<file path="src/rtl/cla_pkg.sv">
package cla_pkg;
   // Width of one first-level lookahead cell.
   localparam int unsigned CELL_W = 4;

   // Number of first-level cells for a given operand width.
   function automatic int unsigned cell_count(input int unsigned width);
      return width / CELL_W;
   endfunction
endpackage

</file>
<file path="src/rtl/cla_bit_pg.sv">
module cla_bit_pg #(
   parameter int unsigned W = 32
) (
   input  logic [W-1:0] a,
   input  logic [W-1:0] b,
   output logic [W-1:0] gen,
   output logic [W-1:0] prop,
   output logic [W-1:0] half
);
   for (genvar i = 0; i < W; i++) begin : g_bit
      assign gen[i]  = a[i] & b[i];
      assign prop[i] = a[i] | b[i];
      assign half[i] = a[i] ^ b[i];
   end
endmodule

</file>
<file path="src/rtl/cla_cell4.sv">
module cla_cell4 (
   input  logic [3:0] gen,
   input  logic [3:0] prop,
   input  logic [3:0] half,
   input  logic       c_in,
   output logic [3:0] sum,
   output logic       grp_gen,
   output logic       grp_prop,
   output logic       c_out
);
   logic [3:0] c;

   // Flat sum-of-products carries: no term waits on another carry.
   assign c[0] = c_in;
   assign c[1] = gen[0] | (prop[0] & c_in);
   assign c[2] = gen[1] | (prop[1] & gen[0]) | (prop[1] & prop[0] & c_in);
   assign c[3] = gen[2] | (prop[2] & gen[1]) | (prop[2] & prop[1] & gen[0])
               | (prop[2] & prop[1] & prop[0] & c_in);
   assign c_out = gen[3] | (prop[3] & gen[2]) | (prop[3] & prop[2] & gen[1])
                | (prop[3] & prop[2] & prop[1] & gen[0])
                | (prop[3] & prop[2] & prop[1] & prop[0] & c_in);

   assign sum = half ^ c;

   assign grp_gen  = gen[3] | (prop[3] & gen[2]) | (prop[3] & prop[2] & gen[1])
                   | (prop[3] & prop[2] & prop[1] & gen[0]);
   assign grp_prop = &prop;

   logic [4:0] cell_ref;
   always_comb begin
      cell_ref = {1'b0, half} + {gen, 1'b0} + {4'b0000, c_in};

      cell_exit_chk: assert (c_out == (grp_gen | (grp_prop & c_in)))
         else $error("cell carry-out disagrees with group generate/propagate");

      cell_sum_chk: assert ({c_out, sum} == cell_ref)
         else $error("cell result differs from arithmetic sum of its bits");
   end
endmodule

</file>
<file path="src/rtl/cla_group_carry.sv">
module cla_group_carry #(
   parameter int unsigned NG = 8
) (
   input  logic [NG-1:0] grp_gen,
   input  logic [NG-1:0] grp_prop,
   input  logic          c_in,
   output logic [NG:0]   c_grp
);
   // Second lookahead level: each group carry-in is a flat OR of
   // products over the lower groups' generate/propagate terms.
   always_comb begin
      c_grp    = '0;
      c_grp[0] = c_in;
      for (int k = 1; k <= NG; k++) begin
         automatic logic term = 1'b0;
         automatic logic span = 1'b1;
         for (int j = k - 1; j >= 0; j--) begin
            term = term | (grp_gen[j] & span);
            span = span & grp_prop[j];
         end
         c_grp[k] = term | (c_in & span);
      end
   end

   always_comb begin
      for (int k = 0; k < NG; k++) begin

         grp_chain_chk: assert (c_grp[k+1] == (grp_gen[k] | (grp_prop[k] & c_grp[k])))
            else $error("group carry %0d breaks the generate/propagate chain", k + 1);
      end
   end
endmodule

</file>
<file path="src/rtl/cla2_adder.sv">
module cla2_adder
   import cla_pkg::*;
#(
   parameter int unsigned WIDTH = 32
) (
   input  logic [WIDTH-1:0] a,
   input  logic [WIDTH-1:0] b,
   input  logic             cin,
   output logic [WIDTH-1:0] sum,
   output logic             cout
);
   localparam int unsigned NG = cell_count(WIDTH);


   if (WIDTH == 0 || (WIDTH % CELL_W) != 0) begin : g_width_bad
      $error("cla2_adder: WIDTH must be a positive multiple of %0d", CELL_W);
   end

   logic [WIDTH-1:0] gen, prop, half;
   logic [NG-1:0]    grp_gen, grp_prop, cell_co;
   logic [NG:0]      c_grp;

   cla_bit_pg #(.W(WIDTH)) u_pg (
      .a    (a),
      .b    (b),
      .gen  (gen),
      .prop (prop),
      .half (half)
   );

   cla_group_carry #(.NG(NG)) u_lvl2 (
      .grp_gen  (grp_gen),
      .grp_prop (grp_prop),
      .c_in     (cin),
      .c_grp    (c_grp)
   );

   for (genvar i = 0; i < NG; i++) begin : g_cell
      cla_cell4 u_cell (
         .gen      (gen[i*CELL_W +: CELL_W]),
         .prop     (prop[i*CELL_W +: CELL_W]),
         .half     (half[i*CELL_W +: CELL_W]),
         .c_in     (c_grp[i]),
         .sum      (sum[i*CELL_W +: CELL_W]),
         .grp_gen  (grp_gen[i]),
         .grp_prop (grp_prop[i]),
         .c_out    (cell_co[i])
      );
   end

   assign cout = c_grp[NG];

   logic [WIDTH:0] add_ref;
   always_comb begin
      add_ref = {1'b0, a} + {1'b0, b} + {{WIDTH{1'b0}}, cin};

      add_result_chk: assert ({cout, sum} == add_ref)
         else $error("adder result differs from a+b+cin");

      top_exit_chk: assert (cout == cell_co[NG-1])
         else $error("second-level carry-out disagrees with top cell");
   end
endmodule

</file>
<file path="config.mk">
export PLATFORM = sky130hd
export DESIGN_NAME = cla2_adder
export DESIGN_NICKNAME = d
export VERILOG_FILES = /design/src/rtl/cla_pkg.sv /design/src/rtl/cla_bit_pg.sv /design/src/rtl/cla_cell4.sv /design/src/rtl/cla_group_carry.sv /design/src/rtl/cla2_adder.sv
export SDC_FILE = /design/constraint.sdc
export NUM_CORES = 1
export LEC_CHECK = 0
export BUFFER_PORTS_ARGS = -buffer_cell sky130_fd_sc_hd__buf_2
export CORE_MARGIN = 4
export CORE_UTILIZATION = 50
export DETAILED_ROUTE_END_ITERATION = 16
export GPL_TIMING_DRIVEN = 1
export PLACE_DENSITY = 0.86
export SLEW_MARGIN = 5
export SYNTH_ARGS = -nofsm -noshare
export SYNTH_HDL_FRONTEND = slang
export SYNTH_SLANG_ARGS = --single-unit
</file>
<file path="constraint.sdc">
create_clock -name vclk -period 5.2
set_input_delay 0.26 -clock vclk [all_inputs]
set_output_delay 0.26 -clock vclk [all_outputs]
set_load 0.01 [all_outputs]
</file>
# Yosys cells after proc, flatten, opt, wreduce, memory -nomap -nowiden
# Cells that the tools add are included.
# W data, S select, Z words.
[classes]
n_bitwise = 388
n_reduce_logical = 8
[ops]
columns = ["op", "n"]
rows = [
  ["$and A1 B1 Y1", 208],
  ["$or A1 B1 Y1", 140],
  ["$reduce_and A4 Y1", 8],
  ["$xor A1 B1 Y1", 32],
  ["$xor A4 B4 Y4", 8],
]
[word_totals]
reg_bits = 0

# Logic depth before layout (Yosys ltp)
[depth]
depth_word = 16
ltp_mapped = 12
depth_no_buf = 12

# Modules after synthesis
# From an unflattened synthesis, not the netlist that was laid out.
[hier_totals]
cells_unflattened = 297
area_unflattened_um2 = 2122.0
[by_module_without_submodules]
columns = ["mod", "instances", "cells_each", "area_per_inst_um2"]
rows = [
  ["cla_bit_pg", 1, 160, 1161.1],
  ["cla_cell4", 8, 14, 100.1],
  ["cla_group_carry", 1, 25, 160.2],
]

# Least setup slack after synthesis
# Ideal clock, no wire load.
[synth_timing]
path_type = "input to output"
from = "input port a[2]"
to = "output port sum[29]"
arrival_time_ns = 2.511
required_ns = 4.940
setup_slack_ns = 2.429
cell_stages = 12
n_path_buf = 0
cell_sequence = "inv_1 -> ha_1 -> inv_1 -> a221oi_2 -> o311ai_2 -> a221oi_2 -> o21ai_4 -> a41oi_4 -> o31a_2 -> nand2_1 -> fa_1 -> xor2_1"
[synth_between]
elab_chain_len = 11
word_cells_on_any_way = 19
[synth_lines]
columns = ["element", "line", "text"]
rows = [
  ["start: declaration", "cla2_adder.sv:6", "input logic [WIDTH-1:0] a,"],
  ["$and A1 B1 Y1 or $or A1 B1 Y1 (tied branches)", "cla_bit_pg.sv:11, cla_bit_pg.sv:12", ""],
  ["$and A1 B1 Y1", "-", ""],
  ["$or A1 B1 Y1 or $and A1 B1 Y1 (tied branches) (2 in series)", "-", ""],
  ["$or A1 B1 Y1", "-", ""],
  ["$and A1 B1 Y1", "cla_group_carry.sv:18", "term = term | (grp_gen[j] & span);"],
  ["$or A1 B1 Y1", "cla_group_carry.sv:18", ""],
  ["$or A1 B1 Y1 (*)", "cla_group_carry.sv:21", "c_grp[k] = term | (c_in & span);"],
  ["$and A1 B1 Y1 (*)", "cla_cell4.sv:15", "assign c[1] = gen[0] | (prop[0] & c_in);"],
  ["$or A1 B1 Y1 (*)", "cla_cell4.sv:15", ""],
  ["$xor A4 B4 Y4 (*)", "cla_cell4.sv:23", "assign sum = half ^ c;"],
  ["end: declaration", "cla2_adder.sv:9", "output logic [WIDTH-1:0] sum,"],
]
# Every way passes the cells marked *; elsewhere a longest branch is shown, timed or not.

# Worst setup path after layout
# Ends and elaborated chain as after synthesis.

==> results.txt <==
Setup violations remaining at the end of the flow were counted as 0. The logs give 0.0602 mV for the worst-case vdd ir drop and 4090 um for the half-perimeter wire length of the detailed placement result. Global routing finished with a remaining overflow of 0.

The first-pass iteration count of the detailed router is 4, and the slew at the pin with the worst max-slew slack is 0.595 ns. Overall power consumption after layout is estimated at 0.287 mW. Along the worst path, the maximum fanout reaches 4. The synthesized netlist devotes 7.65% of its cell area to simple gates. The count of endpoints failing hold in the final timing report is 0. The largest family of logic cells by synthesized area was adder cells. The floorplan step set the die width to 71.9 um. Kind of start point of the critical path: an input pin. After clock tree synthesis, the repair step resized 0 gates. Across the run, the number of max-cap violations was 0. The worst setup path is captured at a primary output. For the final weighted congestion in routability-driven placement, the log shows 0.846.

In this run the most critical hold path is launched from b[24]. The DRC violation total after the first TritonRoute iteration is 41, and the initial core utilization is 53.8%. Row generation in the floorplan step produced 22 rows. Summing every instance area after synthesis gives 0.00204 mm2.

Data arrival time of the critical path: 2.96 ns. The tools report the fmax as 0.311 GHz. The flow ran to the end, and the final reports show no timing, DRC or antenna violations.

The run gives 0 as the number of clock buffer instances in the layout. The DRC violation count after routing is 0. Once the clock tree was built, the setup fixing pass inserted 0 buffers. The logs give 4240 um for the total routed wirelength and 0.00380 mm2 for the placeable core area. Biggest area consumer among synthesized cells: sky130_fd_sc_hd__ha_1. The relative area change from synthesis to final layout was 26.9%; the number of nets produced by synthesis was 400. Dividing the detail-routed wire length by the instance count gives 10.4 um.

The wire length of the first global-routing pass was 7280 um; the count of antenna diodes in the layout was 0. In the finished design the tool counted flip-flops and latches totalling 0. The worst setup path startpoint is a[2]. Of the available clock period, the critical path in the final layout requires 61.8%. The number of standard cells after synthesis is 263, and the total power divided by cell area is 111 mW/mm2. For the number of antenna violations at the first check in global routing, the log shows 0. Ranked by total cell area, the synthesized netlist is headed by sky130_fd_sc_hd__ha_1 39%, sky130_fd_sc_hd__inv_1 17%, sky130_fd_sc_hd__fa_1 7.8%.

Of the post-synthesis cell area, the part taken by muxes is 0.551%. The tools report the number of nets in the layout as 500. The leakage power of the design was 1.62 nW; the relative max-transition margin was 59.9%.

The die covers 0.00517 mm2. The tools report the antenna violation net count after detailed routing as 0. Post-synthesis average cell area: 7.77 um2. The number of global-route vias before repair was 1875.

Subtracting the final worst setup slack from the clock period gives 3.22 ns. The share of the synthesized area in the top cell type is 39.2%, and the detailed-route vias per instance is 4.68. Share of the yosys chip area belonging to registers: 0%. For this run, the share of the core covered by cells in the final layout is 68.3%. The tightest min-delay check is of the input pin to primary output type. The total area of sequential cells was 0 um2; the global-route usage over all layers was 16.3%. The count of port buffers added during placement is 98. Setup repair after global routing left no endpoint under its margin.

The maximum number of pins on one net before global-route repair came out at 5. The die span in y is 71.9 um, and the max-slew violation count is 0. Yosys mapped the design onto 35 distinct sky130hd cell types. Cells with a size suffix above 1 make up 31.0% of the layout. For the worst setup path, the data required time is 4.94 ns. The xor and xnor area share after synthesis was 9.43%; the number of hold buffers added after CTS was 0. Pin placement for this block handled 98 I/O pins. Hold is met by 0.899 ns.

Summing the areas of all fa, ha and maj instances in the mapped netlist gives 47.0% of the synthesized area. The path type of the worst setup path was input pin to primary output. The detailed router placed 1913 vias in this run.

Summed over all failing endpoints, the final setup total negative slack is 0 ns. The compound-gate portion of the synthesized area works out to 18.2%. For the warning count from the yosys run, the log shows 0.
[layer usage]
metal	GRT usage, %	wire (um)	vias to the layer above
met5	0	0	-
met4	1.25	34	0
met3	2.22	323	4
met2	33.1	2200	55
met1	18.5	1690	851
li1	-	-	1003
[critical path, stage by stage]
cell and delay [ns]:
sky130_fd_sc_hd__buf_2 0.10, sky130_fd_sc_hd__inv_1 0.05, sky130_fd_sc_hd__ha_1 0.21, sky130_fd_sc_hd__inv_1 0.07, sky130_fd_sc_hd__a221oi_2 0.35, sky130_fd_sc_hd__o311ai_2 0.15, sky130_fd_sc_hd__a221oi_2 0.40, sky130_fd_sc_hd__o21ai_4 0.12
sky130_fd_sc_hd__a41oi_4 0.24, sky130_fd_sc_hd__o31a_2 0.21, sky130_fd_sc_hd__nand2_1 0.10, sky130_fd_sc_hd__fa_1 0.39, sky130_fd_sc_hd__xor2_1 0.16, sky130_fd_sc_hd__buf_2 0.15
[worst paths after layout]
check  slack [ns]  endpoint  cells past startpoint
max          1.98   sum[29]                     14
min          0.90   sum[24]                      3
[synth_stat cells (all sizes together)]
| master | n |
|---|---|
| xor2 | 13 |
| nor3b | 1 |
| nor4 | 1 |
| o31a | 1 |
| a21o | 1 |
| fa | 8 |
| ha | 64 |
| inv | 93 |
| o21a | 1 |
| o311a | 1 |
| and2b | 1 |
| nand2 | 2 |
| a31oi | 1 |
| nor2 | 14 |
| mux2 | 1 |
| o311ai | 1 |
| nand2b | 1 |
| a41oi | 1 |
| and4b | 1 |
| a311oi | 2 |
| or2b | 1 |
| o21bai | 6 |
| a221oi | 3 |
| or4 | 3 |
| o22a | 1 |
| nand3b | 1 |
| o21ai | 4 |
| o31ai | 5 |
| xnor2 | 9 |
| a21oi | 18 |
| nor3 | 3 |
[cells in the final DEF (no fill, tap or decap), types with 2 or more instances in the layout]
cell and count:
sky130_fd_sc_hd__xor2_1 13, sky130_fd_sc_hd__or4_1 2, sky130_fd_sc_hd__nand2_1 2, sky130_fd_sc_hd__inv_1 93
sky130_fd_sc_hd__o21bai_1 6, sky130_fd_sc_hd__nor3_1 3, sky130_fd_sc_hd__ha_1 64, sky130_fd_sc_hd__a21oi_1 18
sky130_fd_sc_hd__xnor2_1 9, sky130_fd_sc_hd__a311oi_2 2, sky130_fd_sc_hd__nor2_1 14, sky130_fd_sc_hd__o31ai_1 4
sky130_fd_sc_hd__o21ai_0 3, sky130_fd_sc_hd__fa_1 8, sky130_fd_sc_hd__buf_2 98, sky130_fd_sc_hd__a221oi_2 2
[cells by family (layout without fill, tap and decap cells)]
| logic type | after synthesis | in the layout |
|---|---|---|
| AOI/OAI and AO/OA | 46 | 46 |
| muxes | 1 | 1 |
| buffers and inverters | 93 | 191 |
| adders and majority gates | 72 | 72 |
| and+or+nand+nor | 29 | 29 |
| xor gates and xnor gates | 22 | 22 |
[through the flow]
step | std cells | setup slack (ns) | cell area, um2
after detailed placement | 409 | 2.01 | 2590
after global placement | 409 | 2.10 | 2590
after global routing | 409 | 1.78 | 2590
final | 409 | 1.98 | 2590
after CTS | 409 | 2.00 | 2590
after floorplan | 263 | 2.43 | 2040
[power breakdown]
group	leakage (nW)	internal [mW]	total, mW	switching [mW]
sequential	0	0	0	0
clock	0	0	0	0
combinational	1.62	0.133	0.287	0.154
total	1.62	0.133	0.287	0.154
[layout make-up]
class / count / area [um2]
Multi-Input combinational cell: 170 / 1690
Fill cell: 342 / 1200
Timing Repair Buffer: 98 / 490
Inverter: 93 / 349
Tap cell: 48 / 60.1
Power figures use the tool's default switching activity.
